`config.mk`:
```
export PLATFORM = sky130hd
export DESIGN_NAME = csr_arb_port
export DESIGN_NICKNAME = d
export VERILOG_FILES = /design/src/rtl/csr_arb_port.sv
export SDC_FILE = /design/constraint.sdc
export NUM_CORES = 1
export LEC_CHECK = 0
export ABC_AREA = 1
export BUFFER_PORTS_ARGS = -buffer_cell sky130_fd_sc_hd__buf_2
export CAP_MARGIN = 10
export CORE_ASPECT_RATIO = 0.5
export CORE_MARGIN = 2
export CORE_UTILIZATION = 45
export CTS_CLUSTER_SIZE = 28
export DETAILED_ROUTE_END_ITERATION = 10
export GPL_TIMING_DRIVEN = 1
export PLACE_DENSITY_LB_ADDON = 0.15
export SLEW_MARGIN = 20
export SYNTH_ARGS = -nofsm -noshare
export SYNTH_HDL_FRONTEND = slang
export SYNTH_SLANG_ARGS = --single-unit
```
`constraint.sdc`:
```
create_clock -name clk -period 5.1 [get_ports clk]
set_input_delay 0.255 -clock clk [delete_from_list [all_inputs] [get_ports clk]]
set_output_delay 0.255 -clock clk [all_outputs]
set_load 0.05 [all_outputs]
```
`src/rtl/csr_arb_port.sv`:
```
module csr_arb_port #(
  parameter int ADDR_W = 10,
  parameter int DATA_W = 32,
  parameter int NREG = 16,
  parameter logic [ADDR_W-1:0] STAT_OFF = 10'h180
) (
  input  logic              clk,
  input  logic              rst_n,
  input  logic              host_req,
  input  logic              host_we,
  input  logic [ADDR_W-1:0] host_addr,
  input  logic [DATA_W-1:0] host_wdata,
  output logic [DATA_W-1:0] host_rdata,
  output logic              host_rvalid,
  input  logic              eng_req,
  input  logic              eng_we,
  input  logic [ADDR_W-1:0] eng_addr,
  input  logic [DATA_W-1:0] eng_wdata,
  output logic [DATA_W-1:0] eng_rdata
);
  localparam int WORD_W = ADDR_W - 2;
  localparam int IDX_W = $clog2(NREG);
  localparam logic [WORD_W:0] NREG_V = NREG[WORD_W:0];
  localparam logic [WORD_W-1:0] STAT_WORD = STAT_OFF[ADDR_W-1:2];

  logic [DATA_W-1:0] regs [NREG];
  logic              flag;

  wire unused_low = ^{host_addr[1:0], eng_addr[1:0]};

  wire [WORD_W-1:0] h_word = host_addr[ADDR_W-1:2];
  wire [WORD_W-1:0] e_word = eng_addr[ADDR_W-1:2];
  wire [IDX_W-1:0]  h_idx  = host_addr[2 +: IDX_W];
  wire [IDX_W-1:0]  e_idx  = eng_addr[2 +: IDX_W];
  wire h_hit  = {1'b0, h_word} < NREG_V;
  wire e_hit  = {1'b0, e_word} < NREG_V;
  wire h_stat = h_word == STAT_WORD;
  wire e_stat = e_word == STAT_WORD;

  wire h_poll = host_req & ~host_we & h_stat;
  wire lost   = host_req & eng_req & ~h_poll;
  wire h_go   = host_req & ~lost;

  logic [DATA_W-1:0] h_rd, e_rd;
  always_comb begin
    if (h_stat)     h_rd = {{(DATA_W-1){1'b0}}, flag};
    else if (h_hit) h_rd = regs[h_idx];
    else            h_rd = '0;
    if (e_stat)     e_rd = {{(DATA_W-1){1'b0}}, flag};
    else if (e_hit) e_rd = regs[e_idx];
    else            e_rd = '0;
  end

  always_ff @(posedge clk) begin
    if (!rst_n) begin
      for (int i = 0; i < NREG; i++) regs[i] <= '0;
    end else begin
      if (eng_req && eng_we && e_hit) regs[e_idx] <= eng_wdata;
      if (h_go && host_we && h_hit)   regs[h_idx] <= host_wdata;
    end
  end

  always_ff @(posedge clk) begin
    if (!rst_n) begin
      flag        <= 1'b0;
      host_rvalid <= 1'b0;
      host_rdata  <= '0;
      eng_rdata   <= '0;
    end else begin
      if (host_req && !h_poll) flag <= lost;
      host_rvalid <= host_req & ~host_we;
      host_rdata  <= (h_go && !host_we) ? h_rd : '0;
      eng_rdata   <= (eng_req && !eng_we) ? e_rd : '0;
    end
  end

  p_lost_sets_r4: assert property (@(posedge clk) disable iff (!rst_n)
    (host_req && eng_req && !(!host_we && h_stat)) |=> flag);

  p_win_clears_r5: assert property (@(posedge clk) disable iff (!rst_n)
    (host_req && !eng_req && !(!host_we && h_stat)) |=> !flag);

  p_poll_keeps_r6: assert property (@(posedge clk) disable iff (!rst_n)
    (host_req && !host_we && h_stat) |=> $stable(flag));

  p_idle_keeps_r10: assert property (@(posedge clk) disable iff (!rst_n)
    !host_req |=> $stable(flag));

  p_rvalid_r7: assert property (@(posedge clk) disable iff (!rst_n)
    (host_req && !host_we) |=> host_rvalid);

  p_no_rvalid_r7: assert property (@(posedge clk) disable iff (!rst_n)
    !(host_req && !host_we) |=> !host_rvalid);

  p_lost_read_zero_r3: assert property (@(posedge clk) disable iff (!rst_n)
    (host_req && !host_we && !h_stat && eng_req) |=> (host_rdata == '0));
endmodule

```
==> results.md, run 1 <==
* Switch share at about 27%
* Hold Path Class: input port to flip-flop
* R2R setup slack at ~3.6 ns
* Fin nets at between 3,000 and 4,000
* R2r worst-path depth at 8
* Non-Filler Instances at between 4,000 and 5,000
* Critical Path AT at roughly 4.1 ns
* Clk_lat worst skew at 0.65 ns
* Number of placed instances, taps included at approximately 4,400
* Reg power frac at between 40% and 50%
* Fin util at 49.8%
* Worst path buffer plus inverter count at 4
* Max_cap viols at 0
* Period minus WS final at ~3.8 ns
* Crit-path slowest cell: buf_4
* Worst path cell trace: dlygate4sd3_1, buf_2, nor2_4, nand2_4, nor2_8, nand2_8, nand2_1, nand2_1, nand2_4, buf_4, buf_4, nor3_1
* Worst hold start: host_addr[6]
* IO buf count at 150
* Psw at between 3 and 4 mW
* DRC viols at 0
* Clock Skew at 0.0135 ns
* Internal Power at roughly 8.3 mW
* Post-Syn Instances at around 3,600
* Antenna-violating nets left at 0
* Detailed Place HPWL at around 63,000 um
* Finish-stage setup viols at 0
* GP Congestion at between 0.8 and 0.9
* Post-Syn Area at between 30,000 and 40,000 um^2
* Max VDD drop at ~0.28 mV
* Clock Sinks at just under 600
* Post-synthesis area per instance at 9.44 um^2
* GRT Util Overall at between 20% and 30%
* Via-to-Cell Ratio at 6.07
* Final WL at 112,000 um
* Die width at about 390 um
* DRT Pass-1 Iters at 6
* First-pass GRT wire length at approximately 160,000 um
* FF-to-FF End: eng_rdata[3]
* CORE AREA at approximately 74,000 um^2
* DR vias at approximately 27,000
* Worst hold endpoint: host_rdata[0]
* Delay-heaviest family, CP: buffers and inverters
* CP startpoint kind: input port
* Worst R2R Start: regs[4][3]
* Initial antenna violation count at 2
* Post-Place Setup Slack at 1.24 ns
* Die Y at between 150 and 200 um
* Proportion of layout cells with a drive suffix above 1 at roughly 22%
* Diode count at 0
* Area Overhead vs Synth at 8.87%
* CP Capture Type: flip-flop
* Clock Power Share at about two fifths
* Avg WL per Cell at 24.8 um
* Crit-path max cell delay at 0.68 ns
* Maximum number of pins on one net before global-route repair at around 220
* Number of global-route vias before repair at between 20,000 and 30,000
* Crit path kind: input port to flip-flop
* #FFs+latches synth at between 500 and 600
* Reg clk slew, reported paths at 0.07 ns
* Post-synthesis cell type count at 32
* Cts repair resizes at 0
* Commonest non-fill, non-tap cell in the layout: edfxtp_1
* Slew @ Worst Pin at ~1.2 ns
* Hold Fails Final Rpt at 0
* IO Pins at 155
* YS warnings at 0
* Initial Util at between 40% and 50%
* PD cells at ~310 nW/um^2
* Total die area at between 70,000 and 80,000 um^2
* DRT iter0 DRCs at 3,492
* Cts bufs inserted at 56
* Worst Slack Setup Final at 1.33 ns
* Max transition margin at 19.9%
* CTS root buf: clkbuf_16
* Cell row count at 70
* Status: completed
* Worst Path Required at approximately 5.5 ns
* Final worst path period share at between 70% and 80%
* Logic pwr share at between 10% and 20%
* Cells on Worst Hold Path at 6
* Pleak at roughly 13 nW
* RSZ-0062 raised after global routing: no
* Commonest cells after routing, fill and taps aside: edfxtp_1, nand2_1, o21ai_0
* Total grt overflow at 0
* Hold Slack at around 0.029 ns
* Synth Net Count at 3,659
* Maximum clock path buffer count at 3
* Final max-slew violation count at 0
* TNS Setup at 0 ns
* Register area share after synthesis at 49.6%
* Fmax achieved at 265 MHz
* TritonCTS clock tree: built
* H-tree Lvls at 2
* Worst-path fanout max at 39
-- timing repair --
action	4_1_cts	5_1_grt
hold endpoints to repair	3	0
setup buffers	0	0
hold buffers	4	0
-- how the worst max path moves through the flow --
stage                            start           to  cells past startpoint
after floorplan           host_addr[6]  regs[13][0]                      8
after global placement    host_addr[6]  regs[6][31]                     11
after detailed placement  host_addr[6]  regs[6][31]                     11
after CTS                 host_addr[9]  regs[6][31]                     12
after global routing      host_addr[9]  regs[6][31]                     12
final                     host_addr[9]  regs[6][31]                     12
-- power groups by stage --
stage	Sequential (mW)	Clock [mW]	Combinational, mW
floorplan	5.53	0	0.937
global placement	5.52	0	1.37
detailed placement	5.53	0	1.39
CTS	5.43	4.57	1.39
global route	5.45	4.75	1.53
finish	5.43	4.52	1.42
-- area by class of cell --
cell class	count	area, um^2
fillers	6687	36900
flip-flops and latches	578	16700
multi-input cells	2314	14100
clock buffers	98	1950
repair buffers	222	1510
well taps	972	1220
inverters	314	1180
clock inverters	8	51.3
-- synth_stat cells --
cell,n,area (um^2)
dfxtp_1,66,1320
nor3_2,369,3690
nand2_1,467,1750
a21boi_0,1,7.51
buf_1,29,109
nand3_4,3,52.6
nor2_1,155,582
clkbuf_1,153,574
buf_2,112,561
buf_4,18,135
nor3_1,144,721
clkinv_1,5,18.8
inv_2,3,11.3
buf_6,36,405
nand2_4,30,338
edfxtp_1,512,15400
a21oi_1,291,1460
nand2_2,8,50.1
nand3_2,2,20.0
o21ai_4,32,521
inv_1,306,1150
o211ai_1,189,1420
clkbuf_4,1,7.51
nand2_8,1,20.0
o21ai_0,396,1980
nor4_1,1,6.26
nor2_4,3,33.8
nor2_8,1,20.0
buf_8,9,135
nand3_1,217,1090
nand4_1,4,25.0
buf_12,5,100
-- flip-flops by register name (all words and copies together) (netlist names) --
register / cells
eng_rdata: 32
flag: 1
host_rdata: 32
host_rvalid: 1
regs: 512
-- layer usage --
metal	track usage (%)	routed length [um]	vias to the layer above
met5	0	0	-
li1	-	-	12335
met4	10.1	3870	0
met3	5.24	12000	244
met2	44.6	49500	1491
met1	39.9	46500	13283
-- worst min-delay path: stages --
cell and delay [ns]:
buf_2 0.10, nor2_4 0.05, nand3_1 0.07, inv_1 0.04
nand4_1 0.06, nand2_1 0.05
-- stage by stage --
stage / total power [mW] / cell area, um^2
after global routing: 11.7 / 36700
after detailed placement: 6.92 / 34600
final: 11.4 / 36700
after floorplan: 6.47 / 33700
after global placement: 6.89 / 34600
after CTS: 11.4 / 36700
-- kinds of logic after synthesis --
logic type,after synthesis,synth area share [%]
AND/OR/NAND/NOR,1405,24.9
AO/OA/AOI/OAI,909,16.0
flip-flops,578,49.6
buffers and inverters,677,9.52
(Power assumes the default switching activity.)
==> run 2: changes to the inputs <==
--- a/config.mk
+++ b/config.mk
@@ -5,7 +5,7 @@
 export SDC_FILE = /design/constraint.sdc
 export NUM_CORES = 1
 export LEC_CHECK = 0
-export ABC_AREA = 1
+export ABC_AREA = 0
 export BUFFER_PORTS_ARGS = -buffer_cell sky130_fd_sc_hd__buf_2
 export CAP_MARGIN = 10
 export CORE_ASPECT_RATIO = 0.5
==> constraint.sdc (replaced) <==
create_clock -name clk -period 3.9 [get_ports clk]
set_input_delay 0.195 -clock clk [delete_from_list [all_inputs] [get_ports clk]]
set_output_delay 0.195 -clock clk [all_outputs]
set_load 0.05 [all_outputs]
==> results.md, run 2 <==
* Clk_lat worst skew at between 0.6 and 0.7 ns
* Reg area at 16,700 um^2
* Top-count cell post-synth: edfxtp_1
* Proportion of layout cells with a drive suffix above 1 at ~36%
* RSZ-0062 raised after global routing: no
* Worst setup startpoint: eng_req
* CORE AREA at about 64,000 um^2
* H-tree Lvls at 2
* Fmax achieved at roughly 310 MHz
* Die Y at 184 um
* R2R setup slack at 2.36 ns
* Fin nets at about 2,000
* Largest register FFs at around 510
* Hold Slack at roughly 0.037 ns
* Biggest area consumer among synthesized cells: edfxtp_1
* Period minus WS final at around 3.2 ns
* R2r worst-path depth at 3
* Maximum clock path buffer count at 3
* Fin util at roughly half
* Clock Skew at 0.0241 ns
* Critical Path AT at 3.50 ns
* Clock Sinks at ~580
* Commonest non-fill, non-tap cell in the layout: edfxtp_1
* IO Pins at around 160
* Final max-slew violation count at 0
* Ys async rst share at 0%
* PD cells at 429 nW/um^2
* Via-to-Cell Ratio at 6.38
* CP endpoint: regs[4][9]
* Total die area at 67,000 um^2
* Worst Path Required at 4.22 ns
* Max transition margin at roughly a quarter
* Antenna-violating nets left at 0
* Diode count at 0
* CTS root buf: clkbuf_16
* Final WL at 88,600 um
* Finish-stage setup viols at 0
* Synth top area cells: edfxtp_1, mux4_2, dfxtp_1, mux2i_1, nor2_1
* CP startpoint kind: input port
* Avg WL per Cell at ~30 um
* Crit path kind: input port to flip-flop
* Setup Buffers After CTS at 0
* TNS Setup at 0 ns
* Maximum number of pins on one net before global-route repair at 80
* Initial antenna violation count at 1
* TritonCTS clock tree: built
* Largest register by flop count: regs
* Fillers at between 5,000 and 6,000
* Footprint of the multi-input gates at 11,800 um^2
* YS warnings at 0
* Slew @ Worst Pin at around 1.2 ns
* Register area share after synthesis at a little under three fifths
* DR vias at about 18,000
* Yosys top cell area share at ~53%
* Area Overhead vs Synth at 13.1%
* Cts bufs inserted at between 50 and 60
* Worst-path fanout max at 12
* FF-to-FF End: eng_rdata[23]
* Number of global-route vias before repair at ~19,000
* Final worst path period share at roughly four fifths
* Commonest cells after routing, fill and taps aside: edfxtp_1, nor2_1, mux4_2
* Reg clk slew, reported paths at 0.07 ns
* #FFs+latches synth at 578
* Worst R2R Start: regs[15][23]
* Max_cap viols at 0
* Post-Syn Instances at 1,875
* Post-synthesis cell type count at 48
* Top_reg_cell synth: edfxtp_1
* Hold Fails Final Rpt at 0
* Cell row count at 65
* IO buf count at 150
* Post-synthesis area per instance at roughly 16 um^2
* EDFF count, synth at between 500 and 600
* GRT Util Overall at between 20 and 30%
* DRT Pass-1 Iters at 5
* Max VDD drop at between 0.3 and 0.4 mV
* Total power at between 10 and 15 mW
* Post-Syn Area at 29,200 um^2
* Detailed Place HPWL at about 50,000 um
* GP Congestion at 0.798
* Die width at 364 um
* Status: completed
* Hold Path Class: input port to flip-flop
* Total grt overflow at 0
* Pleak at roughly 11 nW
* DRC viols at 0
* First-pass GRT wire length at ~130,000 um
* CP Capture Type: flip-flop
* Commonest cells post-synth: edfxtp_1, nor2_1, mux4_2
* Initial Util at 45.9%
* DRT iter0 DRCs at 2,041
* Synth Net Count at 1,965
* Biggest regs: regs x512, eng_rdata x32, host_rdata x32
==> run 2: cell types whose count changed after synthesis, moves of 46 or more <==
| cell | previous run | this run |
|---|---|---|
| a21oi_1 | 291 | 3 |
| clkbuf_1 | 153 | 61 |
| inv_1 | 306 | 3 |
| mux2i_1 | 0 | 132 |
| mux4_2 | 0 | 256 |
| nand2_1 | 467 | 16 |
| nand3_1 | 217 | 6 |
| nor2_1 | 155 | 261 |
| nor3_1 | 144 | 190 |
| nor3_2 | 369 | 75 |
| o211ai_1 | 189 | 1 |
| o21ai_0 | 396 | 8 |
| o22ai_1 | 0 | 73 |
==> run 2: cell families after synthesis <==
logic type             Yosys count  synth area share [%]
AOI/OAI and AO/OA               99                  2.28
buffers and inverters          208                  3.56
DFF                            578                  57.2
muxes                          416                  26.4
and+or+nand+nor                574                  10.5
==> run 2: timing repair <==
action,4_1_cts,5_1_grt
hold endpoints to repair,3,0
hold buffers,7,0
resized for setup,0,0
==> run 2: final cells by class <==
| class | instances | area share, % |
|---|---|---|
| timing repair buffer | 230 | 4.70 |
| sequential | 578 | 50.6 |
| multi-input combinational | 1089 | 35.7 |
| clock inverter | 25 | 0.592 |
| inverter | 4 | 0.0531 |
| clock buffer | 76 | 5.03 |
| tap | 871 | 3.30 |
==> run 2: critical path: stages <==
cell and delay, ns:
dlygate4sd3_1 0.55, buf_2 0.17, or4b_1 0.88, nor4_4 0.61, o22ai_4 0.17, o21ai_4 0.60
buf_4 0.29
==> run 2: worst min-delay path by stage <==
stage	to	cells past startpoint	start
floorplan	host_rvalid	1	host_we
global placement	host_rvalid	2	host_we
detailed placement	host_rvalid	2	host_we
CTS	flag	2	rst_n
global route	flag	2	rst_n
finish	flag	2	rst_n
==> run 2: through the flow <==
stage                     worst slack [ns]  instances  area, um^2
final                                0.713       2873       33000
after global routing                 0.671       2873       33000
after CTS                            0.772       2873       33000
after detailed placement             0.589       2765       31100
after global placement               0.607       2765       31100
after floorplan                     -0.199       1875       29200
==> run 2: routing by layer <==
metal / part of all wire [%] / GRT usage, %
met5: 0 / 0
met4: 2.3 / 6.21
met3: 8.1 / 4.53
met2: 48 / 43.8
met1: 41 / 38.0
==> run 2: where the power goes <==
part,leakage [nW],switching (mW),internal [mW]
Sequential,5.39,0.136,7.00
Clock,0.922,2.43,3.11
Combinational,4.59,0.837,0.646
